**config.mk**
```make
export PLATFORM = sky130hd
export DESIGN_NAME = epd_pwr_seq
export DESIGN_NICKNAME = d
export VERILOG_FILES = /design/src/rtl/epd_seq_pkg.sv /design/src/rtl/epd_tick_timer.sv /design/src/rtl/epd_phase_fsm.sv /design/src/rtl/epd_pin_decode.sv /design/src/rtl/epd_pwr_seq.sv
export SDC_FILE = /design/constraint.sdc
export NUM_CORES = 1
export LEC_CHECK = 0
export BUFFER_PORTS_ARGS = -buffer_cell sky130_fd_sc_hd__buf_2
export CORE_AREA = 2 2 57 59
export CTS_CLUSTER_SIZE = 10
export DETAILED_ROUTE_END_ITERATION = 12
export DIE_AREA = 0 0 59 61
export GPL_TIMING_DRIVEN = 1
export PLACE_DENSITY = 0.73
export SLEW_MARGIN = 20
export SYNTH_ARGS = -nofsm -noshare
export SYNTH_HDL_FRONTEND = slang
export SYNTH_SLANG_ARGS = --single-unit
```
**constraint.sdc**
```tcl
create_clock -name clk_i -period 3.3 [get_ports clk_i]
set_clock_uncertainty 0.1 [all_clocks]
set_input_delay 0.165 -clock clk_i [delete_from_list [all_inputs] [get_ports clk_i]]
set_output_delay 0.165 -clock clk_i [all_outputs]
set_load 0.03 [all_outputs]
```
**src/rtl/epd_seq_pkg.sv**
```systemverilog
package epd_seq_pkg;

  typedef enum logic [2:0] {
    PH_OFF,
    PH_SUPPLY,
    PH_RST_HI,
    PH_RST_LO,
    PH_CS_GAP,
    PH_CS_LEAD,
    PH_READY,
    PH_HOLD
  } epd_phase_e;

  typedef struct packed {
    logic vcc;
    logic rst;
    logic cs;
    logic rdy;
    logic off;
  } epd_pins_t;

  function automatic int unsigned max2(int unsigned a, int unsigned b);
    return (a > b) ? a : b;
  endfunction

endpackage

```
**src/rtl/epd_tick_timer.sv**
```systemverilog
module epd_tick_timer #(
  parameter int unsigned CW = 8
) (
  input  logic          clk_i,
  input  logic          rst_ni,
  input  logic          clr_i,
  input  logic          tick_i,
  input  logic [CW-1:0] limit_i,
  output logic          done_o
);

  logic [CW-1:0] cnt_q;

  assign done_o = (cnt_q >= limit_i);

  always_ff @(posedge clk_i or negedge rst_ni) begin
    if (!rst_ni)                cnt_q <= '0;
    else if (clr_i)             cnt_q <= '0;
    else if (tick_i && !done_o) cnt_q <= cnt_q + 1'b1;
  end

endmodule

```
**src/rtl/epd_phase_fsm.sv**
```systemverilog
module epd_phase_fsm
  import epd_seq_pkg::*;
(
  input  logic       clk_i,
  input  logic       rst_ni,
  input  logic       start_i,
  input  logic       pwr_down_i,
  input  logic       done_i,
  output epd_phase_e phase_o,
  output logic       adv_o
);

  epd_phase_e phase_q, phase_d;

  always_comb begin
    phase_d = phase_q;
    unique case (phase_q)
      PH_OFF:   if (start_i && !pwr_down_i) phase_d = PH_SUPPLY;
      PH_HOLD:  if (done_i) phase_d = PH_OFF;
      PH_READY: if (pwr_down_i) phase_d = PH_HOLD;
      default: begin
        if (pwr_down_i) phase_d = PH_HOLD;
        else if (done_i) begin
          unique case (phase_q)
            PH_SUPPLY:  phase_d = PH_RST_HI;
            PH_RST_HI:  phase_d = PH_RST_LO;
            PH_RST_LO:  phase_d = PH_CS_GAP;
            PH_CS_GAP:  phase_d = PH_CS_LEAD;
            PH_CS_LEAD: phase_d = PH_READY;
            default:    phase_d = phase_q;
          endcase
        end
      end
    endcase
  end

  always_ff @(posedge clk_i or negedge rst_ni) begin
    if (!rst_ni) phase_q <= PH_OFF;
    else         phase_q <= phase_d;
  end

  assign phase_o = phase_q;
  assign adv_o   = (phase_d != phase_q);

endmodule

```
**src/rtl/epd_pin_decode.sv**
```systemverilog
module epd_pin_decode
  import epd_seq_pkg::*;
(
  input  epd_phase_e phase_i,
  output epd_pins_t  pins_o
);

  // cs is the line level: high = deselected
  always_comb begin
    pins_o = '0;
    unique case (phase_i)
      PH_OFF:     pins_o.off = 1'b1;
      PH_SUPPLY:  pins_o.vcc = 1'b1;
      PH_RST_HI:  begin pins_o.vcc = 1'b1; pins_o.rst = 1'b1; pins_o.cs = 1'b1; end
      PH_RST_LO:  begin pins_o.vcc = 1'b1; pins_o.cs = 1'b1; end
      PH_CS_GAP:  begin pins_o.vcc = 1'b1; pins_o.rst = 1'b1; pins_o.cs = 1'b1; end
      PH_CS_LEAD: begin pins_o.vcc = 1'b1; pins_o.rst = 1'b1; end
      PH_READY:   begin pins_o.vcc = 1'b1; pins_o.rst = 1'b1; pins_o.rdy = 1'b1; end
      PH_HOLD:    pins_o.vcc = 1'b1;
      default:    pins_o.off = 1'b1;
    endcase
  end

endmodule

```
**src/rtl/epd_pwr_seq.sv**
```systemverilog
module epd_pwr_seq
  import epd_seq_pkg::*;
#(
  parameter int unsigned SETUP_US  = 10000,
  parameter int unsigned RST_HI_US = 5000,
  parameter int unsigned RST_LO_US = 5000,
  parameter int unsigned CS_GAP_US = 19000,
  parameter int unsigned CS_LEAD_US = 1000,
  parameter int unsigned BUDGET_US = 20000,
  parameter int unsigned HOLD_US   = 100000
) (
  input  logic clk_i,
  input  logic rst_ni,
  input  logic start_i,
  input  logic pwr_down_i,
  input  logic tick_us_i,
  output logic vcc_en_o,
  output logic reset_o,
  output logic cs_o,
  output logic sdata_o,
  output logic sclk_o,
  output logic ready_o,
  output logic off_o
);

  localparam int unsigned BUDGET_REM = (BUDGET_US > CS_GAP_US) ? (BUDGET_US - CS_GAP_US) : 0;
  localparam int unsigned LEAD_LIM   = max2(CS_LEAD_US, BUDGET_REM);
  localparam int unsigned MAX_LIM    = max2(max2(max2(SETUP_US, RST_HI_US), max2(RST_LO_US, CS_GAP_US)),
                                            max2(LEAD_LIM, HOLD_US));
  localparam int unsigned CW         = (MAX_LIM < 2) ? 1 : $clog2(MAX_LIM + 1);

  epd_phase_e    phase;
  logic          adv;
  logic          done;
  logic [CW-1:0] limit;
  epd_pins_t     pins;

  always_comb begin
    unique case (phase)
      PH_SUPPLY:  limit = CW'(SETUP_US);
      PH_RST_HI:  limit = CW'(RST_HI_US);
      PH_RST_LO:  limit = CW'(RST_LO_US);
      PH_CS_GAP:  limit = CW'(CS_GAP_US);
      PH_CS_LEAD: limit = CW'(LEAD_LIM);
      PH_HOLD:    limit = CW'(HOLD_US);
      default:    limit = '0;
    endcase
  end

  epd_tick_timer #(.CW(CW)) u_timer (
    .clk_i   (clk_i),
    .rst_ni  (rst_ni),
    .clr_i   (adv),
    .tick_i  (tick_us_i),
    .limit_i (limit),
    .done_o  (done)
  );

  epd_phase_fsm u_fsm (
    .clk_i      (clk_i),
    .rst_ni     (rst_ni),
    .start_i    (start_i),
    .pwr_down_i (pwr_down_i),
    .done_i     (done),
    .phase_o    (phase),
    .adv_o      (adv)
  );

  epd_pin_decode u_dec (
    .phase_i (phase),
    .pins_o  (pins)
  );

  assign vcc_en_o = pins.vcc;
  assign reset_o  = pins.rst;
  assign cs_o     = pins.cs;
  assign ready_o  = pins.rdy;
  assign off_o    = pins.off;
  assign sdata_o  = 1'b0;
  assign sclk_o   = 1'b0;

endmodule

```
==> Word-level counts from Yosys, hierarchy flattened <==
Cells that the tools add are included.
W data, S select, Z words.
{ "op_classes": {"add_sub_neg": 1, "muxes": 15, "n_reduce_logical": 10, "order_cmp": 1, "eq_ne": 8} }
{ "op_table": {"columns": ["op", "n"], "rows": [
  ["$pmux W17 S5", 1],
  ["$mux W17", 2],
  ["$add A17 B1 Y17 const B", 1],
  ["$ge A17 B17 Y1", 1],
  ["$mux W3", 5],
  ["$pmux W3 S5", 1],
  ["$eq A3 B3 Y1 const B", 4],
  ["$pmux W3 S3", 1],
  ["$reduce_or A7 Y1", 1],
  ["$eq A3 B2 Y1 const B", 2],
  ["$mux W1", 5],
  ["$reduce_or A4 Y1", 1],
  ["$eq A3 B1 Y1 const B", 1],
  ["$logic_not A3 Y1", 1],
  ["$ne A3 B3 Y1", 1],
  ["$reduce_or A3 Y1", 1],
  ["$logic_and A1 B1 Y1", 2],
  ["$logic_not A1 Y1", 2],
  ["$reduce_bool A2 Y1", 1],
  ["$reduce_or A2 Y1", 1]
]} }
{ "word_totals": {"word_cells": 37, "reg_bits": 20, "output_inout_bits": 7} }

==> Longest topological paths before layout <==
{ "logic_depth": {"depth_word": 9, "mapped_depth": 14, "depth_no_buf": 11} }

==> Modules after synthesis <==
A second synthesis with hierarchy kept.
{ "hier_totals": {"hier_cells": 224, "area_unflattened_um2": 1856.8} }
{ "modules_own_cells": {"columns": ["module", "n_inst", "cells_per_inst", "area_each_um2"], "rows": [
  ["epd_tick_timer", 1, 165, 1391.3],
  ["epd_phase_fsm", 1, 30, 266.5],
  ["epd_pwr_seq", 1, 22, 150.1],
  ["epd_pin_decode", 1, 7, 48.8]
]} }

==> Worst setup path after synthesis <==
No wires, ideal clock.
{ "synth_path": {"path_kind": "register to register", "from": "register u_fsm.phase_q[1], in the netlist u_fsm.phase_o[1]", "to": "register u_timer.cnt_q[12]", "path_buffers": 2, "synth_period_minus_slack_ns": 2.968, "stages_incl_launch_ff": 13, "path_slack_ns": 0.332, "arrival_ns": 2.791, "setup_ns": 0.077, "path_cell_list": "dfrtp_1 > clkbuf_1 > inv_1 > nor2_1 > a21oi_1 > ha_1 > a2111oi_0 > a21oi_1 > o32ai_2 > a21oi_2 > buf_6 > or4_1 > a21oi_1"} }
{ "synth_between": {"elab_chain_cells": 9} }
{ "synth_lines": {"columns": ["element", "line_no", "text"], "rows": [
  ["from (decl)", "epd_phase_fsm.sv:13", "epd_phase_e phase_q, phase_d;"],
  ["from (signal assigned)", "epd_phase_fsm.sv:39", "else phase_q <= phase_d;"],
  ["$eq A3 B2 Y1", "epd_phase_fsm.sv:24, epd_pwr_seq.sv:39", null],
  ["$reduce_or A2 Y1 (no line)", null, null],
  ["$pmux W17 S5", "epd_pwr_seq.sv:39", "unique case (phase)"],
  ["$ge A17 B17 Y1", "epd_tick_timer.sv:14", "assign done_o = (cnt_q >= limit_i);"],
  ["$mux W3", "epd_phase_fsm.sv:23", "else if (done_i) begin"],
  ["$mux W3", "epd_phase_fsm.sv:22", "if (pwr_down_i) phase_d = PH_HOLD;"],
  ["$pmux W3 S3", "epd_phase_fsm.sv:17", "unique case (phase_q)"],
  ["$ne A3 B3 Y1", "epd_phase_fsm.sv:43", "assign adv_o = (phase_d != phase_q);"],
  ["$mux W17 / $reduce_bool A2 Y1 (equally long branches)", null, null],
  ["to (signal assigned)", "epd_tick_timer.sv:19", "else if (tick_i && !done_o) cnt_q <= cnt_q + 1'b1;"],
  ["to (decl)", "epd_tick_timer.sv:12", "logic [CW-1:0] cnt_q;"]
]} }
Parallel ways exist; a longest one is shown, timed or not.
A chain may end at the register's enable or synchronous reset.

==> Worst setup path after layout <==
Ends and elaborated chain as after synthesis.

==> results.toml <==
[outcome]
run_status = "completed"

[sta]
final-hold-violation-count = 0
finalSetupTns_ns = 0
fmax_ghz = 0.322
rsz0062_at_grt = "false"
fin_crit_sh_pct = 94.2
setup-violations-final = 0
slew_viol_final = 0
min_period_ns = 3.11

[layout]
drive_gt1_share_pct = 14.5
fill_cells = 270
area_growth_pct = 11.2
final_cell_area_sq_um = 1880
nets = 242
diodes = 0

[critical_path]
path_cells = "inv_1 > nand3_1 > ha_1 > a2111oi_0 > a21oi_1 > o32ai_4 > a21oi_2 > buf_4 > or4_1 > a21oi_1"
end_kind = "flop"
crit_fanout = 12
crit_path_frequent_cell = "a21oi_1"
worstPathArrival_ns = 3.25
critical_path_class = "reg2reg"
required_ns = 3.44
cp-start-kind = "flop"
cpPeakStageDelay_ns = 0.52
crit_slowest_cell = "or4_1"
reg2regPathDepth = 10

[global_route]
use_met1_pct = 31.4
antenna_found_initial = 0
grt.overflow.total = 0
grt_use_total_pct = 24.9
grt_pass1_vias = 1497
grt_util_met3_pct = 2.77
grt.busiest_layer = "met2"
grt_pass1_wl_mm = 6.85
grt_max_degree = 21
use_met2_pct = 45.4

[synth]
synthCells = 210
synth.top_cells.by_area = "dfrtp_1, ha_1, a21oi_1"
synth_commonest_cells = "a21oi_1, nand2_1, dfrtp_1"
synth_edf_count = 0
synth.distinct_cells = 48
synth_top_area_cell = "dfrtp_1"
yosysWarnings = 0
async_flop_share_pct = 100
synth-seq-area-share_pct = 29.5
synth_top_cell_area_share_pct = 29.5
yosys_register_bits = 20
synth_area_sq_um = 1690
yosysMostFrequentCell = "a21oi_1"
synth-main-ff-cell = "dfrtp_1"
synth.avg_cell_area_sq_um = 8.07

[route]
finalWirelength_mm = 4.07
wl_per_cell_microns = 16.0
viasPerCell = 6.28
drc_errors = 0
first_iter_violations = 98
vias = 1594
dr.pass1.iters = 4
antenna_left = 0

[floorplanning]
dieWidth_microns = 59
fp.coreArea_sq_um = 2950
start_util_pct = 57.4
rows = 20
io_pins = 12
die_h_microns = 61
dieArea_sq_um = 3600

[pwr]
peakVddDrop_mv = 0.295
powerDensity_nw_per_um2 = 358
power_mw = 0.675
p_leak_nw = 0.801

[clocking]
cts_tree = "built"
cts_buffer_depth = 2
cts_root_buf = "clkbuf_4"
clock-sinks = 20
cts_buffers = 3
clkSlewWorstSetupHoldPaths_ns = 0.13
clk_latency_ns = 0.32
h-tree-depth = 1

[place]
io_buffers = 9
place_congestion = 0.877
dpl.hpwl_mm = 3.11
dpl_cell_area_sq_um = 1770

[min_path]
min_path_cells = 3
holdCritPathClass = "in2reg"

[flow_run]
drv_cap = 0
==> layout by cell type (no fill, tap or decap), drive strengths merged, types with 5 or more instances in the layout <==
cell type and count:
a21oi 25, nand2 22, dfrtp 20, buf 19, nor2 17, ha 15
nand3 12, o31ai 12, or4 12, inv 9, o21ai 8, nand4 5
==> flip-flops by register name, indices dropped and copies added (netlist names) <==
register,cells
u_timer.cnt_q,17
u_fsm.phase_o,3
==> report_power, final <==
| group | internal, mW | switching, mW | leakage, nW |
|---|---|---|---|
| Combinational | 0.0680 | 0.0892 | 0.516 |
| Sequential | 0.273 | 0.0369 | 0.257 |
| Clock | 0.123 | 0.0848 | 0.0279 |
==> critical path, delay by kind of cell (launching register included) <==
family | cells | cell delay, ns
simple gates | 2 | 0.63
buf+inv | 2 | 0.37
flops | 1 | 0.47
fa+ha+maj | 1 | 0.32
compound gates | 5 | 1.14
==> metal layers <==
metal	wire [microns]	up-vias
li1	-	808
met5	0	-
met1	1830	748
met2	2050	32
met4	39	0
met3	151	6
==> stage by stage <==
stage	setup WS [ns]	hold WS (ns)	std cells	utilization (%)
6_report	0.192	0.0215	254	63.8
5_1_grt	0.0286	0.0226	254	63.8
4_1_cts	0.0174	0.0232	251	61.9
3_5_place_dp	0.0683	0.0478	246	59.8
3_3_place_gp	0.241	0.0418	246	59.8
2_1_floorplan	0.332	-0.231	211	-
==> path summary, 6_finish.rpt <==
path,from,to,slack [ns]
max,u_fsm.phase_o[1],u_timer.cnt_q[12],0.19
min,start_i,u_fsm.phase_o[0],0.02
max reg2reg,u_fsm.phase_o[1],u_timer.cnt_q[12],0.19
min reg2reg,u_timer.cnt_q[16],u_timer.cnt_q[16],0.50
max in group asynchronous,rst_ni,u_fsm.phase_o[2],2.55
min in group asynchronous,rst_ni,u_timer.cnt_q[6],0.21
==> layout make-up <==
class	instances	area [sq um]	area share, %
clock buffer	3	22.5	1.20
clock inverter	1	30.0	1.59
inverter	9	33.8	1.79
multi-input combinational	168	1120	59.6
sequential	20	503	26.7
tap	33	41.3	2.19
timing repair buffer	20	130	6.91
==> cell families after synthesis <==
group / count (synthesis) / share of synthesized area (%)
AND/OR/NAND/NOR: 85 / 26.0
other: 1 / 0.221
buffers and inverters: 23 / 6.20
flip-flops: 20 / 29.5
multiplexers: 1 / 0.591
XOR/XNOR: 2 / 1.48
adder cells (fa/ha/maj): 15 / 11.1
AO/OA/AOI/OAI: 63 / 24.9
==> timing repair <==
action / in CTS / in global routing
buffers inserted: 0 / 3
hold buffers: 1 / 0
resized for setup: 0 / 7
endpoints found under the setup margin: 0 / 17
endpoints found under the hold margin: 20 / 0
Power figures use the tool's default switching activity.
